[src/rtl/spi_fifo_pkg.sv]
package spi_fifo_pkg;
  localparam int unsigned WORD_W      = 32;
  // Positions shared by the enable and pending words.
  localparam int unsigned BIT_RXWM    = 4;
  localparam int unsigned BIT_TXWM    = 12;
  localparam int unsigned BIT_DONE    = 16;
  // Control-word bits that empty a queue.
  localparam int unsigned BIT_TXFLUSH = 8;
  localparam int unsigned BIT_RXFLUSH = 9;
  // Level word field offsets.
  localparam int unsigned LVL_RX_LSB  = 0;
  localparam int unsigned LVL_TX_LSB  = 16;
  localparam logic [WORD_W-1:0] IRQ_MASK =
    (WORD_W'(1) << BIT_RXWM) | (WORD_W'(1) << BIT_TXWM) | (WORD_W'(1) << BIT_DONE);
  // Queue indices inside the top-level generate.
  localparam int unsigned Q_TX = 0;
  localparam int unsigned Q_RX = 1;
  localparam int unsigned Q_N  = 2;
endpackage

[src/rtl/spi_byte_fifo.sv]
module spi_byte_fifo #(
  parameter int unsigned DEPTH  = 64,
  parameter int unsigned DATA_W = 8,
  localparam int unsigned PTR_W = $clog2(DEPTH),
  localparam int unsigned CNT_W = PTR_W + 1
) (
  input  logic              clk,
  input  logic              rst,
  input  logic              flush,
  input  logic              push,
  input  logic [DATA_W-1:0] push_data,
  input  logic              pop,
  output logic [DATA_W-1:0] pop_data,
  output logic [CNT_W-1:0]  count
);
  localparam logic [CNT_W-1:0] FULL = CNT_W'(DEPTH);
  localparam logic [PTR_W-1:0] LAST = PTR_W'(DEPTH - 1);

  logic [DATA_W-1:0] mem [DEPTH];
  logic [PTR_W-1:0]  wr_ptr, rd_ptr;
  logic              push_ok, pop_ok;

  // An empty request beats traffic; limits drop the access outright.
  assign push_ok = push && !flush && (count != FULL);
  assign pop_ok  = pop  && !flush && (count != '0);

  // Storage has no reset so it maps onto block RAM.
  always_ff @(posedge clk) begin
    if (push_ok) mem[wr_ptr] <= push_data;
  end

  always_ff @(posedge clk) begin
    if (rst) begin
      pop_data <= '0;
    end else if (pop_ok) begin
      pop_data <= mem[rd_ptr];
    end
  end

  always_ff @(posedge clk) begin
    if (rst || flush) begin
      wr_ptr <= '0;
      rd_ptr <= '0;
      count  <= '0;
    end else begin
      if (push_ok) wr_ptr <= (wr_ptr == LAST) ? '0 : wr_ptr + 1'b1;
      if (pop_ok)  rd_ptr <= (rd_ptr == LAST) ? '0 : rd_ptr + 1'b1;
      case ({push_ok, pop_ok})
        2'b10:   count <= count + 1'b1;
        2'b01:   count <= count - 1'b1;
        default: count <= count;
      endcase
    end
  end

  // occupancy never exceeds the depth.
  p_bound_r1: assert property (@(posedge clk) disable iff (rst)
    count <= FULL);
  // a lone push at full leaves the count at full.
  p_no_overflow_r3: assert property (@(posedge clk) disable iff (rst)
    (count == FULL) && push && !pop && !flush |=> count == FULL);
  // a lone pop when empty leaves the count at zero and the read port still.
  p_no_underflow_r4: assert property (@(posedge clk) disable iff (rst)
    (count == '0) && pop && !push && !flush |=> (count == '0) && $stable(pop_data));
  // an empty request always lands.
  p_flush_r5: assert property (@(posedge clk) disable iff (rst)
    flush |=> count == '0);
endmodule

[src/rtl/spi_irq_regs.sv]
module spi_irq_regs import spi_fifo_pkg::*; #(
  parameter int unsigned DEPTH = 64,
  localparam int unsigned CNT_W = $clog2(DEPTH) + 1
) (
  input  logic              clk,
  input  logic              rst,
  input  logic [CNT_W-1:0]  rx_cnt,
  input  logic [CNT_W-1:0]  tx_cnt,
  input  logic              xfer_done,
  input  logic              ien_wr,
  input  logic [WORD_W-1:0] ien_wdata,
  input  logic              ists_wr,
  input  logic [WORD_W-1:0] ists_wdata,
  output logic [WORD_W-1:0] ien,
  output logic [WORD_W-1:0] ists,
  output logic              irq
);
  localparam logic [CNT_W-1:0] RX_HI = CNT_W'((DEPTH * 3) / 4);
  localparam logic [CNT_W-1:0] TX_LO = CNT_W'(DEPTH / 4);

  logic [WORD_W-1:0] cond, clr, ists_d, ien_d;

  always_comb begin
    cond           = '0;
    cond[BIT_RXWM] = (rx_cnt >= RX_HI);
    cond[BIT_TXWM] = (tx_cnt <= TX_LO);
    cond[BIT_DONE] = xfer_done;
  end

  // Clear wins in its own cycle; a live source re-arms one cycle later.
  assign clr    = ists_wr ? (ists_wdata & IRQ_MASK) : '0;
  assign ists_d = (ists | cond) & ~clr & IRQ_MASK;
  assign ien_d  = ien_wr ? (ien_wdata & IRQ_MASK) : ien;

  always_ff @(posedge clk) begin
    if (rst) begin
      ists <= '0;
      ien  <= '0;
      irq  <= 1'b0;
    end else begin
      ists <= ists_d;
      ien  <= ien_d;
      irq  <= |(ists_d & ien_d);
    end
  end

  p_rx_wm_r6: assert property (@(posedge clk) disable iff (rst)
    (rx_cnt >= RX_HI) && !(ists_wr && ists_wdata[BIT_RXWM]) |=> ists[BIT_RXWM]);
  p_tx_wm_r7: assert property (@(posedge clk) disable iff (rst)
    (tx_cnt <= TX_LO) && !(ists_wr && ists_wdata[BIT_TXWM]) |=> ists[BIT_TXWM]);
  p_done_hold_r8: assert property (@(posedge clk) disable iff (rst)
    ists[BIT_DONE] && !(ists_wr && ists_wdata[BIT_DONE]) |=> ists[BIT_DONE]);
  p_w1c_r9: assert property (@(posedge clk) disable iff (rst)
    ists_wr && ists_wdata[BIT_DONE] |=> !ists[BIT_DONE]);
  p_en_mask_r10: assert property (@(posedge clk) disable iff (rst)
    (ien & ~IRQ_MASK) == '0);
  p_irq_or_r11: assert property (@(posedge clk) disable iff (rst)
    irq == |(ists & ien));
endmodule

[src/rtl/spi_fifo_irq_unit.sv]
module spi_fifo_irq_unit import spi_fifo_pkg::*; #(
  parameter int unsigned DEPTH  = 64,
  parameter int unsigned DATA_W = 8
) (
  input  logic              clk,
  input  logic              rst,
  input  logic              sw_tx_push,
  input  logic [DATA_W-1:0] sw_tx_byte,
  input  logic              sw_rx_pop,
  output logic [DATA_W-1:0] sw_rx_byte,
  input  logic              eng_tx_pop,
  output logic [DATA_W-1:0] eng_tx_byte,
  input  logic              eng_rx_push,
  input  logic [DATA_W-1:0] eng_rx_byte,
  input  logic              ctl_wr,
  input  logic [WORD_W-1:0] ctl_wdata,
  input  logic              ien_wr,
  input  logic [WORD_W-1:0] ien_wdata,
  input  logic              ists_wr,
  input  logic [WORD_W-1:0] ists_wdata,
  input  logic              xfer_done,
  output logic [WORD_W-1:0] fifo_level,
  output logic [WORD_W-1:0] ien,
  output logic [WORD_W-1:0] ists,
  output logic              irq
);
  localparam int unsigned CNT_W = $clog2(DEPTH) + 1;
  localparam logic [WORD_W-1:0] TXF_M = WORD_W'(1) << BIT_TXFLUSH;
  localparam logic [WORD_W-1:0] RXF_M = WORD_W'(1) << BIT_RXFLUSH;

  logic [Q_N-1:0]    q_flush, q_push, q_pop;
  logic [DATA_W-1:0] q_wdata [Q_N];
  logic [DATA_W-1:0] q_rdata [Q_N];
  logic [CNT_W-1:0]  q_cnt   [Q_N];

  // Steering: software feeds outbound, engine feeds inbound.
  assign q_flush[Q_TX] = ctl_wr && |(ctl_wdata & TXF_M);
  assign q_flush[Q_RX] = ctl_wr && |(ctl_wdata & RXF_M);
  assign q_push[Q_TX]  = sw_tx_push;
  assign q_push[Q_RX]  = eng_rx_push;
  assign q_pop[Q_TX]   = eng_tx_pop;
  assign q_pop[Q_RX]   = sw_rx_pop;
  assign q_wdata[Q_TX] = sw_tx_byte;
  assign q_wdata[Q_RX] = eng_rx_byte;
  assign eng_tx_byte   = q_rdata[Q_TX];
  assign sw_rx_byte    = q_rdata[Q_RX];

  for (genvar g = 0; g < Q_N; g++) begin : g_queue
    spi_byte_fifo #(.DEPTH(DEPTH), .DATA_W(DATA_W)) u_fifo (
      .clk       (clk),
      .rst       (rst),
      .flush     (q_flush[g]),
      .push      (q_push[g]),
      .push_data (q_wdata[g]),
      .pop       (q_pop[g]),
      .pop_data  (q_rdata[g]),
      .count     (q_cnt[g])
    );
  end

  always_comb begin
    fifo_level = '0;
    fifo_level[LVL_RX_LSB +: CNT_W] = q_cnt[Q_RX];
    fifo_level[LVL_TX_LSB +: CNT_W] = q_cnt[Q_TX];
  end

  spi_irq_regs #(.DEPTH(DEPTH)) u_irq (
    .clk        (clk),
    .rst        (rst),
    .rx_cnt     (q_cnt[Q_RX]),
    .tx_cnt     (q_cnt[Q_TX]),
    .xfer_done  (xfer_done),
    .ien_wr     (ien_wr),
    .ien_wdata  (ien_wdata),
    .ists_wr    (ists_wr),
    .ists_wdata (ists_wdata),
    .ien        (ien),
    .ists       (ists),
    .irq        (irq)
  );

  // padding around the two count fields stays zero.
  p_level_pad_r2: assert property (@(posedge clk) disable iff (rst)
    (fifo_level & ~((WORD_W'((1 << CNT_W) - 1) << LVL_RX_LSB) |
                    (WORD_W'((1 << CNT_W) - 1) << LVL_TX_LSB))) == '0);
endmodule

[config.mk]
export PLATFORM = sky130hd
export DESIGN_NAME = spi_fifo_irq_unit
export DESIGN_NICKNAME = d
export VERILOG_FILES = /design/src/rtl/spi_fifo_pkg.sv /design/src/rtl/spi_byte_fifo.sv /design/src/rtl/spi_irq_regs.sv /design/src/rtl/spi_fifo_irq_unit.sv
export SDC_FILE = /design/constraint.sdc
export NUM_CORES = 1
export LEC_CHECK = 0
export CAP_MARGIN = 20
export CORE_MARGIN = 1
export CORE_UTILIZATION = 52
export CTS_BUF_LIST = sky130_fd_sc_hd__clkbuf_4
export DETAILED_ROUTE_END_ITERATION = 10
export GPL_ROUTABILITY_DRIVEN = 0
export MAX_ROUTING_LAYER = met4
export PLACE_DENSITY = 0.71
export SYNTH_ARGS = -nofsm -noshare
export SYNTH_HDL_FRONTEND = slang
export SYNTH_SLANG_ARGS = --single-unit
[constraint.sdc]
create_clock -name clk -period 7.76 [get_ports clk]
set_input_delay 2.328 -clock clk [delete_from_list [all_inputs] [get_ports clk]]
set_output_delay 2.328 -clock clk [all_outputs]
set_load 0.1 [all_outputs]
==> flow_summary.toml <==
[setup_path]
startpoint_type = "flip-flop"
end_kind = "primary output"
path_buf_inv = 1
critPathTopFamily = "buffers and inverters"
crit_path_top_delay_cell = "clkdlybuf4s50_1"
critPathRequiredTime_ns = 5.43
cp_max_fo = 6
crit_arrival_ns = 2.88
crit_type = "flip-flop to primary output"
cpPeakStageDelay_ns = 1.31
worstPathCellList = "clkdlybuf4s50_1"

[global_route]
grt_usage = 0.224
met1_usage = 0.283
grt_use_met3 = 0.0418
grt_max_degree = 127
grt_pass1_wl_mm = 138
antenna_found_initial = 1
grt.busiest_layer = "met2"
first_global_vias = 23400
overflow = 0
gr-usage-met2 = 0.358

[yosys]
synth-async-reset-ratio = 0
syn-instance-count = 2364
syn_area_per_cell_um2 = 18.4
synthesis.area_mm2 = 0.0434
yosys_warnings = 0
synth_edf_count = 1024
yosys_register_bits = 1085
ys.flop_type = "edfxtp_1"
synth_cell_types = 72
seq_area_frac_synth = 0.737

[clock_network]
htreeDepth = 5
cts_tree = "done"
cts_setup_buffers = 0
clk_latency_ns = 1.08
clock_path_buffers = 4
cts_made_buffers = 285
clk_pin_slew_ns = 0.06
hold_buffers = 0
cts_sinks = 1085
cts-root-buf = "clkbuf_4"
cts_resized = 0

[power_and_ir_drop]
leakagePower_nw = 15.2
ir_drop_mv = 0.162
powerDensity_mw_per_mm2 = 256

[sta]
relSlewSlack = 0.238
final.setup_skew_ns = 0.0996
setup_violations = 0
clock.fmax_ghz = 0.192
finalCritPeriodShare = 0.672
fin_crit_ns = 5.21
hold_viol = 0
finalSetupTns_ns = 0
slew_violations = 0
rsz0062_at_grt = "false"
tightest_slew_ns = 1.14

[die]
core_mm2 = 0.0824
rows = 105
die_w_um = 291
io_pins = 235
dieHeight_um = 291
start_util = 0.527
die_area_mm2 = 0.0846

[route]
routed_wl_mm = 91.0
dr_total_vias = 22600
ant_nets = 0
wl_per_cell_um = 23.6
drtPass1Iterations = 6
viasPerCell = 5.86
drtIter0Drc = 2125
drc = 0

[run]
cap_violations = 0

[placed_design]
placedCellCount = 3400
portBuffers = 70
hpwl_mm = 53.6

[cells_and_area]
fin_cells = 3861
nets = 2765
drive_above_1_share = 0.244
syn2layout_area_growth_pct = 10.9

[outcome]
status = "complete, no violations"

[hold_path]
hp-class = "flip-flop to flip-flop"
==> final timing paths <==
kind                                                    from                                         end  slack (ns)  cells after the start
setup / recovery     g_queue[0].u_fifo.count[5]$_SDFFE_PP0P_                              fifo_level[21]        2.55                      1
hold / removal    g_queue[1].u_fifo.pop_data[0]$_SDFFE_PP0P_  g_queue[1].u_fifo.pop_data[0]$_SDFFE_PP0P_        0.50                      2
setup reg to reg     g_queue[0].u_fifo.count[0]$_SDFFE_PP0P_     g_queue[0].u_fifo.count[6]$_SDFFE_PP0P_        4.07                     12
hold reg to reg   g_queue[1].u_fifo.pop_data[0]$_SDFFE_PP0P_  g_queue[1].u_fifo.pop_data[0]$_SDFFE_PP0P_        0.50                      2
==> cells in the final DEF, fill, tap and decap left out, drive strengths merged, types with 15 or more instances in the layout <==
| cell | instances |
|---|---|
| a211oi | 22 |
| a21oi | 40 |
| a22oi | 72 |
| a31oi | 18 |
| buf | 49 |
| clkbuf | 394 |
| clkdlybuf4s50 | 54 |
| clkinv | 44 |
| conb | 76 |
| dfxtp | 61 |
| edfxtp | 1024 |
| ha | 16 |
| inv | 46 |
| mux2i | 156 |
| mux4 | 192 |
| nand2 | 30 |
| nand3 | 46 |
| nand3b | 16 |
| nor2 | 208 |
| nor2b | 32 |
| nor3 | 15 |
| o22ai | 24 |
==> layer usage <==
metal / wire length, µm / vias to the layer above
met5: 0 / -
met4: 2590 / 0
met1: 36200 / 11500
met3: 6090 / 200
met2: 46100 / 947
li1: - / 9993
==> cell families after synthesis <==
logic type / count (synthesis) / share of synthesized area
flops: 1085 / 0.737
buf+inv: 245 / 0.0316
xor+xnor: 20 / 0.00404
other cells: 1 / 0.0000864
fa+ha+maj: 18 / 0.00554
simple gates: 395 / 0.0433
compound gates: 251 / 0.0427
mux: 349 / 0.136
==> area by class of cell <==
type	count	area (µm²)
Fill cell	5945	34300
Sequential cell	1085	32000
Multi-Input combinational cell	1109	10300
Clock buffer	394	2960
Tap cell	1070	1340
Timing Repair Buffer	103	1000
Clock inverter	54	317
Inverter	41	155
Antenna cell	5	12.5
==> registers in the layout, indices dropped and copies added (netlist names) <==
name,flops
g_queue.u_fifo.count,14
g_queue.u_fifo.mem,1024
g_queue.u_fifo.pop_data,16
g_queue.u_fifo.rd_ptr,12
g_queue.u_fifo.wr_ptr,12
u_irq.ien,3
u_irq.irq,1
u_irq.ists,3
==> cell usage after synthesis (3+ instances only) <==
| library cell | n | share of area |
|---|---|---|
| a221o_1 | 8 | 0.0018 |
| a311oi_1 | 4 | 0.00081 |
| nor3_1 | 15 | 0.0017 |
| a211oi_1 | 22 | 0.0038 |
| nand3b_1 | 16 | 0.0028 |
| o21bai_1 | 4 | 0.00069 |
| nand2_1 | 30 | 0.0026 |
| buf_4 | 91 | 0.016 |
| nand4_1 | 4 | 0.00058 |
| or3b_2 | 5 | 0.0010 |
| a22oi_1 | 72 | 0.012 |
| o21ai_0 | 4 | 0.00046 |
| xnor2_1 | 10 | 0.0020 |
| buf_6 | 8 | 0.0021 |
| a22o_1 | 10 | 0.0020 |
| ha_1 | 16 | 0.0046 |
| and2_1 | 4 | 0.00058 |
| edfxtp_1 | 1024 | 0.71 |
| nor2_1 | 206 | 0.018 |
| or2_2 | 4 | 0.00058 |
| clkbuf_1 | 52 | 0.0045 |
| o211ai_1 | 8 | 0.0014 |
| a21oi_1 | 39 | 0.0045 |
| a211o_1 | 3 | 0.00061 |
| xor2_1 | 10 | 0.0020 |
| nor3b_1 | 10 | 0.0017 |
| o22ai_1 | 24 | 0.0035 |
| nand3_1 | 45 | 0.0052 |
| or3_1 | 3 | 0.00043 |
| nor2b_1 | 32 | 0.0046 |
| mux2i_1 | 156 | 0.036 |
| mux4_2 | 192 | 0.10 |
| a31oi_1 | 18 | 0.0026 |
| dfxtp_1 | 61 | 0.028 |
| buf_1 | 14 | 0.0012 |
| buf_2 | 39 | 0.0045 |
| a221oi_1 | 10 | 0.0020 |
| a21o_1 | 5 | 0.00087 |
| nand2b_1 | 8 | 0.0012 |
| inv_1 | 39 | 0.0034 |
==> metrics by stage <==
step,hold slack (ns),util,area (µm²),setup WS [ns],total power [W]
after floorplan,0.458,-,43700,3.11,0.00754
after global placement,0.473,0.542,44700,2.28,0.00782
after detailed placement,0.485,0.542,44700,2.22,0.00785
after CTS,0.498,0.582,47900,2.42,0.0124
after global routing,0.517,0.584,48100,2.43,0.0128
final,0.498,0.584,48100,2.55,0.0123
==> power breakdown <==
group          switching [W]  internal, W  total, W
Combinational       0.000823     0.000382   0.00120
Sequential         0.0000821      0.00644   0.00652
Clock                0.00214      0.00245   0.00459
Note: power is estimated with default switching activity, not from simulation.
